<file path="src/rtl/dvma_pkg.sv">
package dvma_pkg;

  localparam int ADDR_W = 32;
  localparam int PTE_W  = 32;

  // Entry bit positions consumed by the decoder
  localparam int PTE_CACHE_B = 7;
  localparam int PTE_WR_B    = 2;
  localparam int PTE_VLD_B   = 1;

  typedef enum logic [1:0] {
    WS_IDLE     = 2'd0,
    WS_WAIT_PTE = 2'd1,
    WS_DONE     = 2'd2
  } walk_st_e;

  typedef struct packed {
    logic [ADDR_W-1:0] paddr;
    logic              f_inv;
    logic              f_prot;
    logic              cache;
  } xlate_res_t;

endpackage

</file>
<file path="src/rtl/dvma_ent_addr.sv">
module dvma_ent_addr
  import dvma_pkg::*;
#(
  parameter int PAGE_SHIFT = 12,
  parameter int BASE_SHIFT = 4
) (
  input  logic [ADDR_W-1:0] tbl_base,
  input  logic [ADDR_W-1:0] win_start,
  input  logic [ADDR_W-1:0] vaddr,
  output logic [ADDR_W-1:0] ent_addr
);

  // One 4-byte entry per page: page index scaled by 4
  localparam int IDX_SHIFT = PAGE_SHIFT - 2;
  localparam logic [ADDR_W-1:0] WORD_MASK = ~ADDR_W'(3);

  logic [ADDR_W-1:0] in_window;
  logic [ADDR_W-1:0] scaled_idx;
  logic [ADDR_W-1:0] base_byte;

  always_comb begin
    in_window  = vaddr & ~win_start;
    scaled_idx = (in_window >> IDX_SHIFT) & WORD_MASK;
    base_byte  = tbl_base << BASE_SHIFT;
    ent_addr   = base_byte + scaled_idx;
  end

endmodule

</file>
<file path="src/rtl/dvma_pte_dec.sv">
module dvma_pte_dec
  import dvma_pkg::*;
#(
  parameter int PAGE_SHIFT = 12,
  parameter int PPN_LO     = 8,
  parameter int PPN_HI     = 26,
  parameter bit SWAP_BYTES = 1'b1
) (
  input  logic [PTE_W-1:0]      port_word,
  input  logic [PAGE_SHIFT-1:0] page_off,
  input  logic                  is_write,
  output xlate_res_t            res
);

  localparam int NBYTES = PTE_W / 8;
  localparam int PPN_W  = PPN_HI - PPN_LO + 1;
  localparam int PAD_W  = ADDR_W - PPN_W - PAGE_SHIFT;

  logic [PTE_W-1:0]  pte;
  logic [ADDR_W-1:0] good_pa;
  logic              vld, wr_ok, prot_hit;
  logic              unused_pte;

  // Byte order of the port relative to the stored entry
  if (SWAP_BYTES) begin : g_swap
    for (genvar b = 0; b < NBYTES; b++) begin : g_byte
      assign pte[8*b +: 8] = port_word[8*(NBYTES-1-b) +: 8];
    end
  end else begin : g_noswap
    assign pte = port_word;
  end

  if (PAD_W > 0) begin : g_pad
    assign good_pa = {{PAD_W{1'b0}}, pte[PPN_HI:PPN_LO], page_off};
  end else begin : g_nopad
    assign good_pa = {pte[PPN_HI:PPN_LO], page_off};
  end

  assign unused_pte = ^pte;

  always_comb begin
    vld      = pte[PTE_VLD_B];
    wr_ok    = pte[PTE_WR_B];
    prot_hit = vld && is_write && !wr_ok;
    res        = '0;
    res.f_inv  = !vld;
    res.f_prot = prot_hit;
    if (vld && !prot_hit) begin
      res.paddr = good_pa;
      res.cache = pte[PTE_CACHE_B];
    end
  end

endmodule

</file>
<file path="src/rtl/dvma_walk_ctl.sv">
module dvma_walk_ctl
  import dvma_pkg::*;
#(
  parameter int PAGE_SHIFT = 12
) (
  input  logic                  clk,
  input  logic                  rst_n,
  input  logic                  xlate_en,
  input  logic                  req_valid,
  input  logic [ADDR_W-1:0]     req_vaddr,
  input  logic                  req_write,
  input  logic [ADDR_W-1:0]     ent_addr,
  input  logic                  mem_req_ready,
  input  logic                  mem_rsp_valid,
  input  logic                  res_ready,
  input  xlate_res_t            dec_res,
  output logic                  req_ready,
  output logic                  mem_req_valid,
  output logic [ADDR_W-1:0]     mem_req_addr,
  output logic                  mem_rsp_ready,
  output logic                  res_valid,
  output xlate_res_t            res_q,
  output logic [PAGE_SHIFT-1:0] off_q,
  output logic                  wr_q,
  output logic                  busy
);

  walk_st_e          st_q, st_d;
  logic              pend_q;
  logic [ADDR_W-1:0] addr_q;
  logic              take_req, take_rsp;

  assign req_ready     = (st_q == WS_IDLE);
  assign busy          = (st_q != WS_IDLE);
  assign mem_req_valid = (st_q == WS_WAIT_PTE) && pend_q;
  assign mem_rsp_ready = (st_q == WS_WAIT_PTE) && !pend_q;
  assign res_valid     = (st_q == WS_DONE);
  assign mem_req_addr  = addr_q;

  assign take_req = req_ready && req_valid;
  assign take_rsp = mem_rsp_ready && mem_rsp_valid;

  always_comb begin
    st_d = st_q;
    unique case (st_q)
      WS_IDLE:     if (take_req) st_d = xlate_en ? WS_WAIT_PTE : WS_DONE;
      WS_WAIT_PTE: if (take_rsp) st_d = WS_DONE;
      WS_DONE:     if (res_ready) st_d = WS_IDLE;
      default:     st_d = WS_IDLE;
    endcase
  end

  always_ff @(posedge clk) begin
    if (!rst_n) begin
      st_q   <= WS_IDLE;
      pend_q <= 1'b0;
      addr_q <= '0;
      off_q  <= '0;
      wr_q   <= 1'b0;
      res_q  <= '0;
    end else begin
      st_q <= st_d;
      if (take_req) begin
        off_q <= req_vaddr[PAGE_SHIFT-1:0];
        wr_q  <= req_write;
        if (xlate_en) begin
          addr_q <= ent_addr;
          pend_q <= 1'b1;
        end else begin
          res_q       <= '0;
          res_q.paddr <= req_vaddr;
        end
      end
      if (mem_req_valid && mem_req_ready) pend_q <= 1'b0;
      if (take_rsp) res_q <= dec_res;
    end
  end

endmodule

</file>
<file path="src/rtl/dvma_xlate_top.sv">
module dvma_xlate_top
  import dvma_pkg::*;
#(
  parameter int PAGE_SHIFT = 12,
  parameter int BASE_SHIFT = 4,
  parameter int PPN_LO     = 8,
  parameter int PPN_HI     = 26,
  parameter bit SWAP_BYTES = 1'b1
) (
  input  logic        clk,
  input  logic        rst_n,
  input  logic        xlate_en,
  input  logic [31:0] tbl_base,
  input  logic [31:0] win_start,
  input  logic        req_valid,
  output logic        req_ready,
  input  logic [31:0] req_vaddr,
  input  logic        req_write,
  output logic        mem_req_valid,
  input  logic        mem_req_ready,
  output logic [31:0] mem_req_addr,
  input  logic        mem_rsp_valid,
  output logic        mem_rsp_ready,
  input  logic [31:0] mem_rsp_data,
  output logic        res_valid,
  input  logic        res_ready,
  output logic [31:0] res_paddr,
  output logic        res_fault_inv,
  output logic        res_fault_prot,
  output logic        res_cacheable,
  output logic        busy
);

  logic [ADDR_W-1:0]     ent_addr;
  xlate_res_t            dec_res, res_q;
  logic [PAGE_SHIFT-1:0] off_q;
  logic                  wr_q;

  dvma_ent_addr #(
    .PAGE_SHIFT (PAGE_SHIFT),
    .BASE_SHIFT (BASE_SHIFT)
  ) u_ent (
    .tbl_base  (tbl_base),
    .win_start (win_start),
    .vaddr     (req_vaddr),
    .ent_addr  (ent_addr)
  );

  dvma_pte_dec #(
    .PAGE_SHIFT (PAGE_SHIFT),
    .PPN_LO     (PPN_LO),
    .PPN_HI     (PPN_HI),
    .SWAP_BYTES (SWAP_BYTES)
  ) u_dec (
    .port_word (mem_rsp_data),
    .page_off  (off_q),
    .is_write  (wr_q),
    .res       (dec_res)
  );

  dvma_walk_ctl #(
    .PAGE_SHIFT (PAGE_SHIFT)
  ) u_ctl (
    .clk           (clk),
    .rst_n         (rst_n),
    .xlate_en      (xlate_en),
    .req_valid     (req_valid),
    .req_vaddr     (req_vaddr),
    .req_write     (req_write),
    .ent_addr      (ent_addr),
    .mem_req_ready (mem_req_ready),
    .mem_rsp_valid (mem_rsp_valid),
    .res_ready     (res_ready),
    .dec_res       (dec_res),
    .req_ready     (req_ready),
    .mem_req_valid (mem_req_valid),
    .mem_req_addr  (mem_req_addr),
    .mem_rsp_ready (mem_rsp_ready),
    .res_valid     (res_valid),
    .res_q         (res_q),
    .off_q         (off_q),
    .wr_q          (wr_q),
    .busy          (busy)
  );

  assign res_paddr      = res_q.paddr;
  assign res_fault_inv  = res_q.f_inv;
  assign res_fault_prot = res_q.f_prot;
  assign res_cacheable  = res_q.cache;

endmodule

</file>
<file path="config.mk">
export PLATFORM = sky130hd
export DESIGN_NAME = dvma_xlate_top
export DESIGN_NICKNAME = d
export VERILOG_FILES = /design/src/rtl/dvma_pkg.sv /design/src/rtl/dvma_ent_addr.sv /design/src/rtl/dvma_pte_dec.sv /design/src/rtl/dvma_walk_ctl.sv /design/src/rtl/dvma_xlate_top.sv
export SDC_FILE = /design/constraint.sdc
export NUM_CORES = 1
export LEC_CHECK = 0
export ABC_AREA = 0
export BUFFER_PORTS_ARGS = -buffer_cell sky130_fd_sc_hd__buf_2
export CAP_MARGIN = 20
export CORE_ASPECT_RATIO = 1.2
export CORE_UTILIZATION = 48
export CTS_CLUSTER_DIAMETER = 200
export DETAILED_ROUTE_END_ITERATION = 16
export GPL_TIMING_DRIVEN = 0
export PLACE_DENSITY = 0.78
export SLEW_MARGIN = 20
export SYNTH_ARGS = -nofsm -noshare
export SYNTH_HDL_FRONTEND = slang
export SYNTH_SLANG_ARGS = --single-unit
</file>
<file path="constraint.sdc">
create_clock -name clk -period 2.3 [get_ports clk]
set_clock_uncertainty 0.1 [all_clocks]
set_input_delay 0 -clock clk [delete_from_list [all_inputs] [get_ports clk]]
set_output_delay 0 -clock clk [all_outputs]
set_load 0.01 [all_outputs]
</file>
Word level (Yosys, flattened, before mapping)
Index checks and enable logic that the tools add are counted.
- input port bits: 136
- register bits after elaboration: 83
- reduce and logical (&&, ||, !) cells: 19
- multiplexer cells: 10
- bitwise gates (word level): 3
- add/subtract/negate cells: 1
- equality and inequality tests: 6
- operators with widths (kind ; number):
    $mux 35 ; 3
    $add 32x22->32 ; 1
    $and 32x32->32 ; 1
    $not 32->32 ; 1
    $mux 31 ; 1
    $logic_and 1x1->1 ; 8
    $mux 2 ; 4
    $ne 2x1->1 const B ; 3
    $pmux 2 s3 ; 1
    $logic_not 1->1 ; 4
    $reduce_and 2->1 ; 2
    $reduce_bool 2->1 ; 2
    $reduce_and 3->1 ; 1
    $eq 2x1->1 const B ; 1
    $eq 2x2->1 const B ; 1
    $logic_not 2->1 ; 1
    $ne 2x2->1 const B ; 1
    $reduce_or 2->1 ; 1
    $mux 1 ; 1
    $not 1->1 ; 1

Depth between registers and ports, before layout
Gate-level depths: netlist (run 1).
- depth after elaboration: 6
- depth in mapped cells: 9

Hierarchy
From an unflattened synthesis (run 1), not the netlist that was laid out.
- cells, all modules: 615
- area total of the unflattened synthesis: 4833.4 µm²
- by module, submodules not included (module ; area an instance (µm²) ; instances ; seq. area each (µm²) ; cells an instance):
    dvma_walk_ctl ; 3390.8 ; 1 ; 1661.6 ; 414
    dvma_ent_addr ; 1149.9 ; 1 ; 0.0 ; 157
    dvma_pte_dec ; 292.8 ; 1 ; 0.0 ; 44

Worst setup path after synthesis (run 1)
OpenSTA, ideal clock, no wires.
- path kind: input-to-reg
- start: in req_vaddr[14]
- end: reg u_ctl.addr_q[30], in the netlist u_ctl.mem_req_addr[30]
- stages on the path: 9
- setup time: 0.074 ns
- data arrival time: 1.834 ns
- slack: 0.292 ns
- cells stage by stage: nor2b_1 > ha_1 > fa_1 > a211oi_1 > o211ai_1 > a31oi_1 > nand2_1 > a31o_1 > a31oi_1
- cells in the longest elaborated chain, start to end: 2
- ends and longest elaborated chain (what ; line ; RTL):
    start: declaration ; dvma_xlate_top.sv:17 ; input logic [31:0] req_vaddr,
    $and 32x32->32 ; dvma_ent_addr.sv:22 ; in_window = vaddr & ~win_start;
    $add 32x22->32 ; dvma_ent_addr.sv:25 ; ent_addr = base_byte + scaled_idx;
    end signal: assignment ; dvma_walk_ctl.sv:67 ; addr_q <= ent_addr;
    end: declaration ; dvma_walk_ctl.sv:30 ; logic [ADDR_W-1:0] addr_q;
No other way between the ends.
A chain may end at the register's enable or synchronous reset.

Final worst setup path (run 1)
- start: in req_vaddr[26]
- end: reg u_ctl.addr_q[21], in the netlist u_ctl.mem_req_addr[21]
Same word-level chain as after synthesis.

==> results of run 1 <==
[timing repair]
action                                  4_1_cts  5_1_grt
hold buffers                                 74        0
resized for setup                             0       19
endpoints found under the setup margin        0       18
endpoints found under the hold margin        62        0
setup buffers                                 0        2
[power by group through the flow]
| stage | clock network [mW] | registers (mW) | logic (mW) |
|---|---|---|---|
| 6_report | 1.14 | 1.59 | 1.12 |
| 5_1_grt | 1.20 | 1.60 | 1.21 |
| 4_1_cts | 1.14 | 1.59 | 1.06 |
| 3_5_place_dp | 0 | 1.62 | 0.959 |
| 3_3_place_gp | 0 | 1.61 | 0.933 |
| 2_1_floorplan | 0 | 1.66 | 0.544 |
[per-layer routing]
layer | GRT usage, % | vias up | share of wire (%)
li1 | - | 2607 | -
met5 | 0 | - | 0
met4 | 16.78 | 0 | 3.6
met1 | 36.49 | 2630 | 38
met2 | 59.45 | 321 | 50
met3 | 7.261 | 56 | 7.9
[placed cells by master, fill, tap and decap left out, drive strengths merged, types with 7 or more instances in the layout]
cell and instances:
nand3 16, a221oi 32, dfxtp 81, dlygate4sd3 74, o211ai 8, nor3 40
buf 196, nand4 11, nor2 50, nor2b 21, o21ai 32, inv 9
and3 9, a21oi 57, ha 18, clkbuf 31, xnor2 11, nand2 75
o21a 7
[sequential cells by signal (all words and copies together), names as in the netlist]
| register | flops |
|---|---|
| u_ctl.res_q | 35 |
| u_ctl.mem_req_addr | 30 |
| u_ctl.off_q | 12 |
| u_ctl.st_q | 2 |
| u_ctl.pend_q | 1 |
| u_ctl.wr_q | 1 |
[area by class of cell]
class | instances | share of cell area, %
plain buffers | 39 | 2.653
multi-input cells | 443 | 42.91
repair buffers | 252 | 24.43
well taps | 120 | 2.242
clock inverters | 6 | 1.102
clock buffers | 10 | 2.055
flip-flops and latches | 81 | 24.21
inverters | 7 | 0.3923
[metrics by stage]
stage                     setup TNS, ns  setup slack (ns)
after global placement          -0.1550          -0.08517
final                                 0          0.006937
after detailed placement        -0.3322           -0.1334
after floorplan                       0            0.2916
after global routing           -0.06148          -0.04025
after CTS                             0           0.01529
[cells in the mapped netlist (2+ instances only)]
cell type,n
sky130_fd_sc_hd__a211oi_1,5
sky130_fd_sc_hd__a21boi_0,2
sky130_fd_sc_hd__a21o_1,4
sky130_fd_sc_hd__a21oi_1,55
sky130_fd_sc_hd__a21oi_2,2
sky130_fd_sc_hd__a221oi_1,31
sky130_fd_sc_hd__a22oi_1,2
sky130_fd_sc_hd__a2bb2oi_1,2
sky130_fd_sc_hd__a31oi_1,6
sky130_fd_sc_hd__and2_1,3
sky130_fd_sc_hd__and3_1,9
sky130_fd_sc_hd__and4_1,2
sky130_fd_sc_hd__buf_1,2
sky130_fd_sc_hd__buf_2,12
sky130_fd_sc_hd__buf_4,4
sky130_fd_sc_hd__clkbuf_1,21
sky130_fd_sc_hd__dfxtp_1,81
sky130_fd_sc_hd__ha_1,18
sky130_fd_sc_hd__inv_1,7
sky130_fd_sc_hd__nand2_1,73
sky130_fd_sc_hd__nand3_1,16
sky130_fd_sc_hd__nand3b_1,2
sky130_fd_sc_hd__nand4_1,11
sky130_fd_sc_hd__nor2_1,48
sky130_fd_sc_hd__nor2_2,2
sky130_fd_sc_hd__nor2b_1,21
sky130_fd_sc_hd__nor3_1,13
sky130_fd_sc_hd__nor3_2,27
sky130_fd_sc_hd__nor3b_4,2
sky130_fd_sc_hd__nor4_1,2
sky130_fd_sc_hd__o211ai_1,8
sky130_fd_sc_hd__o21a_1,7
sky130_fd_sc_hd__o21ai_0,29
sky130_fd_sc_hd__o21ai_1,2
sky130_fd_sc_hd__o311a_1,2
sky130_fd_sc_hd__or3_1,4
sky130_fd_sc_hd__xnor2_1,11
sky130_fd_sc_hd__xor2_1,2
[path summary, 6_finish.rpt]
kind,depth (start not counted),slack [ns],endpoint
worst max-delay path,10,0.007,u_ctl.mem_req_addr[21]$_SDFFE_PN0P_
worst min-delay path,4,0.01,u_ctl.mem_req_addr[5]$_SDFFE_PN0P_
worst max register to register,8,0.13,u_ctl.res_q[26]$_SDFFE_PN0P_
worst min register to register,2,0.35,u_ctl.mem_req_addr[3]$_SDFFE_PN0P_
[tightest hold or removal path, cell delays in order]
cell,delay [ns]
sky130_fd_sc_hd__buf_2,0.11
sky130_fd_sc_hd__fa_1,0.16
sky130_fd_sc_hd__nand2_1,0.04
sky130_fd_sc_hd__a21oi_1,0.12
[kinds of logic (layout without fill, tap and decap cells)]
kind of cell,Yosys count,in the layout
other,1,2
DFF,81,81
buffers and inverters,46,314
muxes,1,1
AOI/OAI and AO/OA,169,169
xor gates and xnor gates,13,13
adders and majority gates,19,19
and+or+nand+nor,239,239
==> tab_implementation.tex, run 1 <==
\begin{tabular}{lr}
\hline
Metric & Value \\
\hline
\multicolumn{2}{l}{\textbf{Placed design}} \\
Number of input and output port buffers inserted & 176 \\
Total placed cells including tap cells & 866 \\
Final weighted congestion in routability-driven placement & 0.9203 \\
Detailed-placement wirelength estimate & 11.63 mm \\
Area after DPL & 0.005655 mm2 \\
\multicolumn{2}{l}{\textbf{Floorplan}} \\
Die width & 91.57 um \\
Site Rows & 38 \\
IO Count & 208 \\
Die span in y & 109.5 um \\
Area of the placeable core & 0.009176 mm2 \\
Initial standard-cell utilization of the core & 50.35\% \\
Full die area & 0.01002 mm2 \\
\multicolumn{2}{l}{\textbf{Layout}} \\
Multi-input gate area & 0.002874 mm2 \\
End-of-flow core utilization & 72.99\% \\
Final Non-Filler Cells & 958 \\
Filler cell count & 699 \\
Layout cell share with drive strength beyond 1 & 31.26\% \\
Synthesis-to-finish area growth & 44.95\% \\
Number of diodes added for antenna fixing & 0 \\
Final design instance area without fill & 0.006698 mm2 \\
Combined flip-flop and latch cell area & 0.001622 mm2 \\
Net count, final & 988 \\
\multicolumn{2}{l}{\textbf{Clock tree}} \\
Clock tree from TritonCTS & built \\
Clock Root Buffer & sky130\_fd\_sc\_hd\_\_clkbuf\_8 \\
Number of clock buffers inserted by TritonCTS & 9 \\
Clock insertion delay at the later pin of the skew report & 0.37 ns \\
Clock transition at the registers of the reported paths & 0.09 ns \\
Maximum buffer depth of the clock tree & 2 \\
H-Tree Depth & 3 \\
Number of sinks handled by clock tree synthesis & 81 \\
\multicolumn{2}{l}{\textbf{Global route}} \\
Remaining global-route overflow & 0 \\
First-pass GRT wire length & 25.83 mm \\
Overall fraction of global-route tracks in use & 32.93\% \\
Vias in the first global route & 5579 \\
Maximum number of pins on one net before global-route repair & 16 \\
Number of antenna violations at the first check in global routing & 0 \\
\multicolumn{2}{l}{\textbf{Critical path}} \\
Slowest stage delay, CP & 0.51 ns \\
Startpoint Class & input pin \\
Crit path buffers/inverters & 2 \\
Worst path required time & 2.52 ns \\
Critical-path maximum fanout & 7 \\
Start point of the critical path & req\_vaddr[26] \\
Critical Path Slowest Stage Cell & sky130\_fd\_sc\_hd\_\_dlygate4sd3\_1 \\
Chain of cells forming the critical path & dlygate4sd3\_1 -> buf\_2 -> nor2b\_1 -> ha\_1 -> and2\_1 -> and3\_1 -> a2bb2oi\_1 -> nand2\_2 -> or3\_1 -> nand3\_1 \\
Family of cells with the greatest summed delay on the critical path & simple AND/OR/NAND/NOR gates \\
Startpoint of the worst register-to-register path & u\_ctl.st\_q[0]\$\_SDFFE\_PN0P\_ \\
Crit end category & register \\
Class of the most critical setup path & input pin to register \\
Critical path arrival & 2.52 ns \\
\multicolumn{2}{l}{\textbf{Yosys}} \\
Async S/R FF share, synth & 0\% \\
Mux share of post-synthesis cell area & 0.2166\% \\
Most common flop cell mapped by yosys & sky130\_fd\_sc\_hd\_\_dfxtp\_1 \\
Yosys warning count & 0 \\
XOR/XNOR Fraction of Synth Area & 2.464\% \\
Fraction of the mapped netlist area in adder cells & 5.307\% \\
Library cell with the largest summed area after synthesis & sky130\_fd\_sc\_hd\_\_dfxtp\_1 \\
Area share of the largest cell type after synthesis & 35.09\% \\
Fraction of the mapped netlist area in compound gates & 24.32\% \\
Number of enable flip-flop cells after synthesis & 0 \\
Register area share after synthesis & 35.09\% \\
Flops \& latches, synth & 81 \\
Average instance area after synthesis & 8.121 um2 \\
Post-synth cell types & 57 \\
Main combinational cell family by area after synthesis & simple AND/OR/NAND/NOR gates \\
Area share of and/or/nand/nor cells after synthesis & 28.13\% \\
Gate count after technology mapping & 569 \\
Area contributors post-synth & sky130\_fd\_sc\_hd\_\_dfxtp\_1 35\%, sky130\_fd\_sc\_hd\_\_a21oi\_1 6.0\%, sky130\_fd\_sc\_hd\_\_nand2\_1 5.9\% \\
Post-synthesis cell area & 0.004621 mm2 \\
\multicolumn{2}{l}{\textbf{STA}} \\
Slew of the pin with the lowest slew margin & 0.7744 ns \\
Period Utilization, post-route & 99.70\% \\
Number of max-slew violations in the final report & 0 \\
Final period demand of the worst path & 2.293 ns \\
Final hold vios & 0 \\
Worst slew margin relative to its limit & 48.37\% \\
FMAX & 436.1 MHz \\
Worst hold slack across all endpoints & 0.01014 ns \\
RSZ-0062 raised after global routing & yes \\
Final setup violation count & 0 \\
\multicolumn{2}{l}{\textbf{Pwr}} \\
Static leakage power & 2.897 nW \\
Sequential group share of total power & 41.4\% \\
Internal power & 2.550 mW \\
Part of the total power dissipated in the clock network & 29.6\% \\
Max VDD drop & 0.4355 mV \\
Portion of total power attributed to combinational logic & 29.1\% \\
Sw frac & 33.75\% \\
Total power draw & 3.849 mW \\
NetSw & 1.299 mW \\
Pwr Density & 574.7 mW/mm2 \\
\multicolumn{2}{l}{\textbf{Routing}} \\
Count of antenna-violating nets left after detailed routing & 0 \\
DRC viols & 0 \\
Routed WL per cell & 17.64 um \\
Number of design-rule violations left by the first detailed-router iteration & 519 \\
Via Count & 5614 \\
Number of search-and-repair iterations in the first detailed-routing pass & 7 \\
Vias per inst & 5.860 \\
Drt total wl & 16.90 mm \\
\multicolumn{2}{l}{\textbf{Status}} \\
Status & complete, no violations \\
\multicolumn{2}{l}{\textbf{Min path}} \\
Worst hold path startpoint & tbl\_base[1] \\
Hold/Removal Path Class & input pin to register \\
\multicolumn{2}{l}{\textbf{Run}} \\
Number of maximum-capacitance constraint violations & 0 \\
\hline
\end{tabular}
Power figures use the tool's default switching activity.
==> inputs of run 2 (changes only) <==
--- a/config.mk
+++ b/config.mk
@@ -8,8 +8,10 @@
 export ABC_AREA = 0
 export BUFFER_PORTS_ARGS = -buffer_cell sky130_fd_sc_hd__buf_2
 export CAP_MARGIN = 20
+export CELL_PAD_IN_SITES_DETAIL_PLACEMENT = 2
+export CELL_PAD_IN_SITES_GLOBAL_PLACEMENT = 2
 export CORE_ASPECT_RATIO = 1.2
-export CORE_UTILIZATION = 48
+export CORE_UTILIZATION = 26
 export CTS_CLUSTER_DIAMETER = 200
 export DETAILED_ROUTE_END_ITERATION = 16
 export GPL_TIMING_DRIVEN = 0
==> run 2 against run 1 <==
Effect of this change:
- clock-buffer cell count did not move
- hold slack got worse by 0.0085 ns
- sequential power barely moved
- clock power rose by 36%
- largest power group unchanged
- die area rose by 83%
- combinational power rose by 4%
- cell area rose by 2.6%
- flip-flop and latch count did not move
- setup slack improved by 0.11 ns
- critical path depth did not move
- register-to-register slack improved by 0.02 ns
- cell count rose by 10%
==> tab_implementation.tex, run 2 (synthesis gave the netlist of run 1 again) <==
\begin{tabular}{lr}
\hline
Metric & Value \\
\hline
\multicolumn{2}{l}{\textbf{Global route}} \\
Maximum number of pins on one net before global-route repair & 16 (unchanged) \\
Global-route met1 utilization & 26.32\% (-10 points) \\
Met3 global-route usage & 3.974\% (-3.3 points) \\
GRT met2 Usage & 45.53\% (-14 points) \\
First-pass GRT wire length & 33.84 mm (+31\%) \\
Highest-utilization routing layer at the global route stage & met2 \\
Number of antenna violations at the first check in global routing & 1 (+1) \\
Overall fraction of global-route tracks in use & 24.50\% (-8.4 points) \\
Vias in the first global route & 6275 (+12\%) \\
Remaining global-route overflow & 0 (unchanged) \\
\multicolumn{2}{l}{\textbf{Layout}} \\
Most common cell after layout, fill and taps aside & sky130\_fd\_sc\_hd\_\_buf\_2 \\
Net count, final & 984 (-0.40\%) \\
Combined flip-flop and latch cell area & 0.001622 mm2 (unchanged) \\
Final Non-Filler Cells & 1055 (+10\%) \\
Biggest register & u\_ctl.res\_q \\
Commonest cells after routing, fill and taps aside & 188 x sky130\_fd\_sc\_hd\_\_buf\_2, 81 x sky130\_fd\_sc\_hd\_\_dfxtp\_1, 72 x sky130\_fd\_sc\_hd\_\_nand2\_1 \\
Layout cell share with drive strength beyond 1 & 31.41\% (+0.15 points) \\
Final design instance area without fill & 0.006870 mm2 (+2.6\%) \\
Filler cell count & 1995 (+190\%) \\
Flip-flop count of the largest register, all copies and words added & 35 (unchanged) \\
Synthesis-to-finish area growth & 48.69\% \\
Multi-input gate area & 0.002850 mm2 (-0.83\%) \\
\multicolumn{2}{l}{\textbf{Critical path}} \\
Critical path arrival & 2.32 ns (-0.20 ns) \\
Worst path required time & 2.43 ns (-0.09 ns) \\
Critical-path maximum fanout & 3 (-4) \\
Critical Path Slowest Stage Cell & sky130\_fd\_sc\_hd\_\_fa\_1 \\
Class of the most critical setup path & input pin to register \\
Crit end category & register \\
Worst reg2reg setup slack & 0.15 ns (+0.02 ns) \\
Family of cells with the greatest summed delay on the critical path & compound AO/OA/AOI/OAI gates \\
Most numerous cell on the critical path & sky130\_fd\_sc\_hd\_\_o21ai\_0 \\
Chain of cells forming the critical path & buf\_2 -> nor2b\_1 -> ha\_1 -> fa\_1 -> a211oi\_1 -> o211ai\_1 -> a21oi\_1 -> o21ai\_0 -> o21ai\_0 -> o21ai\_0 \\
Startpoint Class & input pin \\
Crit path buffers/inverters & 1 (-1) \\
Slowest stage delay, CP & 0.44 ns (-0.07 ns) \\
\multicolumn{2}{l}{\textbf{Routing}} \\
Drt total wl & 22.49 mm (+33\%) \\
Via Count & 5549 (-1.2\%) \\
DRC viols & 0 (unchanged) \\
Routed WL per cell & 21.32 um (+21\%) \\
Vias per inst & 5.260 (-10\%) \\
Count of antenna-violating nets left after detailed routing & 0 (unchanged) \\
Number of search-and-repair iterations in the first detailed-routing pass & 4 (-3) \\
Number of design-rule violations left by the first detailed-router iteration & 153 (-71\%) \\
\multicolumn{2}{l}{\textbf{Pwr}} \\
Sequential group share of total power & 37.0\% (-4.4 points) \\
Static leakage power & 2.958 nW (+2.1\%) \\
Sw frac & 33.12\% (-0.64 points) \\
Portion of total power attributed to combinational logic & 27.1\% (-2.0 points) \\
Part of the total power dissipated in the clock network & 35.9\% (+6.3 points) \\
Internal power & 2.888 mW (+13\%) \\
NetSw & 1.430 mW (+10\%) \\
Max VDD drop & 0.3837 mV (-12\%) \\
Pwr Density & 628.5 mW/mm2 (+9.4\%) \\
Total power draw & 4.318 mW (+12\%) \\
\multicolumn{2}{l}{\textbf{STA}} \\
Period Utilization, post-route & 95.11\% (-4.6 points) \\
Slew of the pin with the lowest slew margin & 0.7228 ns (-0.05167 ns) \\
Worst hold slack across all endpoints & 0.001623 ns (-0.008515 ns) \\
Number of max-slew violations in the final report & 0 (unchanged) \\
FMAX & 457.1 MHz (+4.8\%) \\
Setup ws final & 0.1124 ns (+0.1055 ns) \\
Final period demand of the worst path & 2.188 ns (-0.1055 ns) \\
Worst slew margin relative to its limit & 51.82\% (+3.4 points) \\
Final hold vios & 0 (unchanged) \\
Final setup violation count & 0 (unchanged) \\
\multicolumn{2}{l}{\textbf{Clock tree}} \\
Number of sinks handled by clock tree synthesis & 81 (unchanged) \\
Clock Root Buffer & sky130\_fd\_sc\_hd\_\_clkbuf\_16 \\
Number of clock buffers inserted by TritonCTS & 9 (unchanged) \\
H-Tree Depth & 3 (unchanged) \\
Clock insertion delay at the later pin of the skew report & 0.35 ns (-0.02 ns) \\
Maximum buffer depth of the clock tree & 2 (unchanged) \\
Clock tree from TritonCTS & built \\
Clock transition at the registers of the reported paths & 0.06 ns (-0.03 ns) \\
\multicolumn{2}{l}{\textbf{Placed design}} \\
Area after DPL & 0.005781 mm2 (+2.2\%) \\
Total placed cells including tap cells & 966 (+12\%) \\
Number of input and output port buffers inserted & 176 (unchanged) \\
Worst Setup Slack post-DPL & -0.3257 ns (-0.1924 ns) \\
Final weighted congestion in routability-driven placement & 0.8175 (-11\%) \\
Detailed-placement wirelength estimate & 16.17 mm (+39\%) \\
\multicolumn{2}{l}{\textbf{Floorplan}} \\
Site Rows & 53 (+39\%) \\
Die span in y & 148.0 um (+35\%) \\
Die width & 123.7 um (+35\%) \\
Full die area & 0.01831 mm2 (+83\%) \\
Initial standard-cell utilization of the core & 26.49\% (-24 points) \\
IO Count & 208 (unchanged) \\
Area of the placeable core & 0.01744 mm2 (+90\%) \\
\multicolumn{2}{l}{\textbf{Min path}} \\
Hold/Removal Path Class & input pin to register \\
\multicolumn{2}{l}{\textbf{Run}} \\
Number of maximum-capacitance constraint violations & 0 (unchanged) \\
\multicolumn{2}{l}{\textbf{Status}} \\
Status & complete, no violations \\
\hline
\end{tabular}
[run 2: cell types whose count changed in the layout (fill, tap and decap cells not counted), sizes merged]
| cell | delta |
|---|---|
| buf | -2 |
| clkbuf | +1 |
| clkinv | -1 |
| diode | +1 |
| dlygate4sd3 | -3 |
| inv | +1 |
[run 2: final cells by class]
type	count	share of cell area, %
clock inverter	6	1.056
tap	220	4.007
buffer	39	2.677
antenna	1	0.03642
inverter	7	0.3824
sequential	81	23.60
clock buffer	10	3.478
multi-input combinational	443	41.49
timing repair buffer	248	23.27
[run 2: through the flow]
stage               util [%]  setup TNS, ns
floorplan                  -              0
global placement       33.14         -5.768
detailed placement     33.14         -6.104
CTS                    39.04              0
global route           39.39       -0.01817
finish                 39.39              0
[run 2: worst reg2reg max path: stages (launching register included)]
cell and delay [ns]:
sky130_fd_sc_hd__dfxtp_1 0.43, sky130_fd_sc_hd__nor3_2 0.50, sky130_fd_sc_hd__clkbuf_2 0.39, sky130_fd_sc_hd__buf_2 0.33, sky130_fd_sc_hd__nand3b_1 0.16, sky130_fd_sc_hd__a21oi_1 0.19
[run 2: power by group through the flow]
stage	registers, mW	logic [mW]	clock network, mW
floorplan	1.66	0.544	0
global placement	1.62	0.984	0
detailed placement	1.62	1.03	0
CTS	1.59	1.13	1.58
global route	1.61	1.26	1.63
finish	1.60	1.17	1.55
[run 2: final timing paths]
kind	startpoint	endpoint	cells after the start
max	req_vaddr[14]	u_ctl.mem_req_addr[18]$_SDFFE_PN0P_	10
min	rst_n	u_ctl.mem_req_addr[30]$_SDFFE_PN0P_	3
max reg2reg	u_ctl.st_q[1]$_SDFFE_PN0P_	u_ctl.mem_req_addr[2]$_SDFFE_PN0P_	5
min reg2reg	u_ctl.mem_req_addr[20]$_SDFFE_PN0P_	u_ctl.mem_req_addr[20]$_SDFFE_PN0P_	1
[run 2: what timing repair did]
item                                    4_1_cts  5_1_grt
endpoints found under the setup margin       24       29
hold buffers                                 71        0
pin swaps                                     0        2
resized for setup                             2       19
setup buffers                                 0        1
endpoints found under the hold margin        60        0
[run 2: metal layers]
metal | wire [um] | part of all wire, % | vias up
met4 | 748 | 3.3 | 0
li1 | - | - | 2604
met2 | 12190 | 54 | 156
met1 | 8724 | 39 | 2743
met5 | 0 | 0 | -
met3 | 829 | 3.7 | 46
==> inputs of run 3 (changes only) <==
--- a/config.mk
+++ b/config.mk
@@ -12,10 +12,11 @@
 export CELL_PAD_IN_SITES_GLOBAL_PLACEMENT = 2
 export CORE_ASPECT_RATIO = 1.2
 export CORE_UTILIZATION = 26
-export CTS_CLUSTER_DIAMETER = 200
+export CTS_CLUSTER_DIAMETER = 30
 export DETAILED_ROUTE_END_ITERATION = 16
 export GPL_TIMING_DRIVEN = 0
-export PLACE_DENSITY = 0.78
+export PLACE_DENSITY = 0.91
+export RECOVER_POWER = 50
 export SLEW_MARGIN = 20
 export SYNTH_ARGS = -nofsm -noshare
 export SYNTH_HDL_FRONTEND = slang
==> run 3 against run 2 <==
Effect of this change:
- routed wire length is 5.0% higher
- via count increased by 1.1%
- hold slack gained 0.018 ns
- maximum frequency is 1.4% lower
- flip-flop and latch count did not move
- cell count up 0.19%
- core utilization down 0.57 points
- non-clock buffer count shrank 2
- critical path depth fell by 3
- clock-buffer cell count did not move
- cell area fell by 1.4%
- first-iteration DRC count grew 38%
- critical path type is now register to register
- largest power group unchanged
==> tab_implementation.tex, run 3 (synthesis gave the netlist of run 1 again) <==
\begin{tabular}{lr}
\hline
Metric & Value \\
\hline
\multicolumn{2}{l}{\textbf{Floorplan}} \\
Full die area & 0.01831 mm2 (unchanged) \\
IO Count & 208 (unchanged) \\
Die span in y & 148.0 um (unchanged) \\
Die width & 123.7 um (unchanged) \\
Initial standard-cell utilization of the core & 26.49\% (unchanged) \\
Site Rows & 53 (unchanged) \\
Area of the placeable core & 0.01744 mm2 (unchanged) \\
\multicolumn{2}{l}{\textbf{Placed design}} \\
Area after DPL & 0.005781 mm2 (unchanged) \\
Final weighted congestion in routability-driven placement & 0.8250 (+0.92\%) \\
Number of input and output port buffers inserted & 176 (unchanged) \\
Detailed-placement wirelength estimate & 15.64 mm (-3.3\%) \\
Worst Setup Slack post-DPL & -0.2910 ns (+0.03470 ns) \\
\multicolumn{2}{l}{\textbf{Clock tree}} \\
Number of buffers added for setup after CTS & 0 (unchanged) \\
H-Tree Depth & 3 (unchanged) \\
Clock transition at the registers of the reported paths & 0.07 ns (about the same) \\
Clock tree from TritonCTS & built \\
Number of sinks handled by clock tree synthesis & 81 (unchanged) \\
Clock Root Buffer & sky130\_fd\_sc\_hd\_\_clkbuf\_16 \\
Maximum buffer depth of the clock tree & 2 (unchanged) \\
Number of clock buffers inserted by TritonCTS & 9 (unchanged) \\
Clock insertion delay at the later pin of the skew report & 0.36 ns (about the same) \\
\multicolumn{2}{l}{\textbf{Critical path}} \\
Class of the most critical setup path & register to register \\
Crit end category & register \\
Worst path required time & 2.46 ns (+0.03 ns) \\
Startpoint Class & register \\
FF-to-FF End & u\_ctl.off\_q[8]\$\_SDFFE\_PN0P\_ \\
Worst reg2reg setup slack & 0.08 ns (-0.07 ns) \\
Worst reg-to-reg path cell count & 7 (+2) \\
Startpoint of the worst register-to-register path & u\_ctl.st\_q[0]\$\_SDFFE\_PN0P\_ \\
Critical-path maximum fanout & 10 (+7) \\
Critical path arrival & 2.38 ns (+0.06 ns) \\
Start point of the critical path & u\_ctl.st\_q[0]\$\_SDFFE\_PN0P\_ \\
\multicolumn{2}{l}{\textbf{Layout}} \\
Commonest cells after routing, fill and taps aside & 120 x sky130\_fd\_sc\_hd\_\_buf\_2, 85 x sky130\_fd\_sc\_hd\_\_clkbuf\_1, 81 x sky130\_fd\_sc\_hd\_\_dfxtp\_1 \\
Most common cell after layout, fill and taps aside & sky130\_fd\_sc\_hd\_\_buf\_2 \\
Flip-flop count of the largest register, all copies and words added & 35 (unchanged) \\
Biggest register & u\_ctl.res\_q \\
Net count, final & 982 (-0.20\%) \\
Final design instance area without fill & 0.006771 mm2 (-1.4\%) \\
Synthesis-to-finish area growth & 46.55\% \\
Layout cell share with drive strength beyond 1 & 22.72\% (-8.7 points) \\
\multicolumn{2}{l}{\textbf{STA}} \\
Final period demand of the worst path & 2.218 ns (+0.03000 ns) \\
Final total negative setup slack & 0 ns (unchanged) \\
Final hold vios & 0 (unchanged) \\
Setup ws final & 0.08244 ns (-0.03000 ns) \\
Final setup violation count & 0 (unchanged) \\
Number of max-slew violations in the final report & 0 (unchanged) \\
Slew of the pin with the lowest slew margin & 0.8349 ns (+0.1121 ns) \\
FMAX & 450.9 MHz (-1.4\%) \\
Period Utilization, post-route & 96.42\% (+1.3 points) \\
Worst slew margin relative to its limit & 44.34\% (-7.5 points) \\
Worst hold slack across all endpoints & 0.01933 ns (+0.01770 ns) \\
\multicolumn{2}{l}{\textbf{Routing}} \\
DRC viols & 0 (unchanged) \\
Number of search-and-repair iterations in the first detailed-routing pass & 4 (unchanged) \\
Count of antenna-violating nets left after detailed routing & 0 (unchanged) \\
Via Count & 5608 (+1.1\%) \\
Routed WL per cell & 22.34 um (+4.8\%) \\
Number of design-rule violations left by the first detailed-router iteration & 211 (+38\%) \\
Vias per inst & 5.306 (+0.87\%) \\
Drt total wl & 23.62 mm (+5.0\%) \\
\multicolumn{2}{l}{\textbf{Global route}} \\
Overall fraction of global-route tracks in use & 25.92\% (+1.4 points) \\
Number of antenna violations at the first check in global routing & 4 (+3) \\
Vias in the first global route & 6254 (-0.33\%) \\
Remaining global-route overflow & 0 (unchanged) \\
Maximum number of pins on one net before global-route repair & 20 (+4) \\
First-pass GRT wire length & 35.22 mm (+4.1\%) \\
\multicolumn{2}{l}{\textbf{Pwr}} \\
Max VDD drop & 0.3418 mV (-11\%) \\
Static leakage power & 2.675 nW (-9.6\%) \\
Pwr Density & 641.8 mW/mm2 (+2.1\%) \\
\multicolumn{2}{l}{\textbf{Status}} \\
Status & complete, no violations \\
\multicolumn{2}{l}{\textbf{Run}} \\
Number of maximum-capacitance constraint violations & 0 (unchanged) \\
\multicolumn{2}{l}{\textbf{Min path}} \\
Hold endpoint & u\_ctl.mem\_req\_addr[29]\$\_SDFFE\_PN0P\_ \\
Worst hold path startpoint & rst\_n \\
WHS Path Cells & 3 (unchanged) \\
Hold/Removal Path Class & input pin to register \\
\hline
\end{tabular}
[run 3: changes by cell type in the layout (fill, tap and decap cells not counted), moves of 2 or more]
cell and delta:
sky130_fd_sc_hd__buf_2 -68, sky130_fd_sc_hd__diode_2 +4, sky130_fd_sc_hd__clkbuf_1 +69, sky130_fd_sc_hd__clkbuf_2 -2
[run 3: final cells by class]
type	count	area, um2
fillers	2033	10670
multi-input cells	443	2840
flip-flops and latches	81	1622
repair buffers	247	1506
well taps	220	275.3
clock buffers	10	239.0
plain buffers	38	177.7
clock inverters	6	72.57
inverters	7	26.28
diodes	5	12.51
[run 3: worst max-delay path by stage]
stage                                               end  slack [ns]
global placement    u_ctl.mem_req_addr[15]$_SDFFE_PN0P_       -0.21
finish                      u_ctl.off_q[8]$_SDFFE_PN0P_        0.08
detailed placement  u_ctl.mem_req_addr[30]$_SDFFE_PN0P_       -0.29
global route                u_ctl.off_q[8]$_SDFFE_PN0P_       -0.02
floorplan           u_ctl.mem_req_addr[30]$_SDFFE_PN0P_        0.29
CTS                 u_ctl.mem_req_addr[15]$_SDFFE_PN0P_        0.02
[run 3: layer usage]
metal / vias up / global-route usage (%) / share of wire, %
met5: - / 0 / 0
met4: 0 / 13.49 / 3.8
met3: 52 / 4.205 / 3.7
met2: 170 / 48.92 / 55
met1: 2788 / 26.70 / 37
li1: 2598 / - / -
[run 3: where the power goes]
group	leakage [nW]	internal, mW	switching (mW)
logic	1.85	0.448	0.704
clock network	0.155	0.888	0.705
registers	0.665	1.52	0.0784
total	2.67	2.86	1.49
[run 3: per-stage QoR]
step                      cells  util, %  power [mW]
after floorplan             570        -       2.202
after global placement      966    33.14       2.600
after detailed placement    966    33.14       2.645
after CTS                  1052    39.02       4.318
after global routing       1056    38.81       4.510
final                      1057    38.83       4.346
[run 3: critical path, stage by stage, from the launching register on]
cell and delay (ns):
sky130_fd_sc_hd__dfxtp_1 0.30, sky130_fd_sc_hd__buf_4 0.16, sky130_fd_sc_hd__nor2_2 0.24, sky130_fd_sc_hd__inv_1 0.12, sky130_fd_sc_hd__nor2_1 0.31, sky130_fd_sc_hd__clkbuf_1 0.49, sky130_fd_sc_hd__nand2_1 0.14, sky130_fd_sc_hd__a21oi_1 0.25
[run 3: timing repair]
item / 4_1_cts / 5_1_grt
hold buffers: 71 / 0
setup endpoints to repair: 24 / 34
endpoints found under the hold margin: 61 / 0
gates resized for setup: 2 / 13
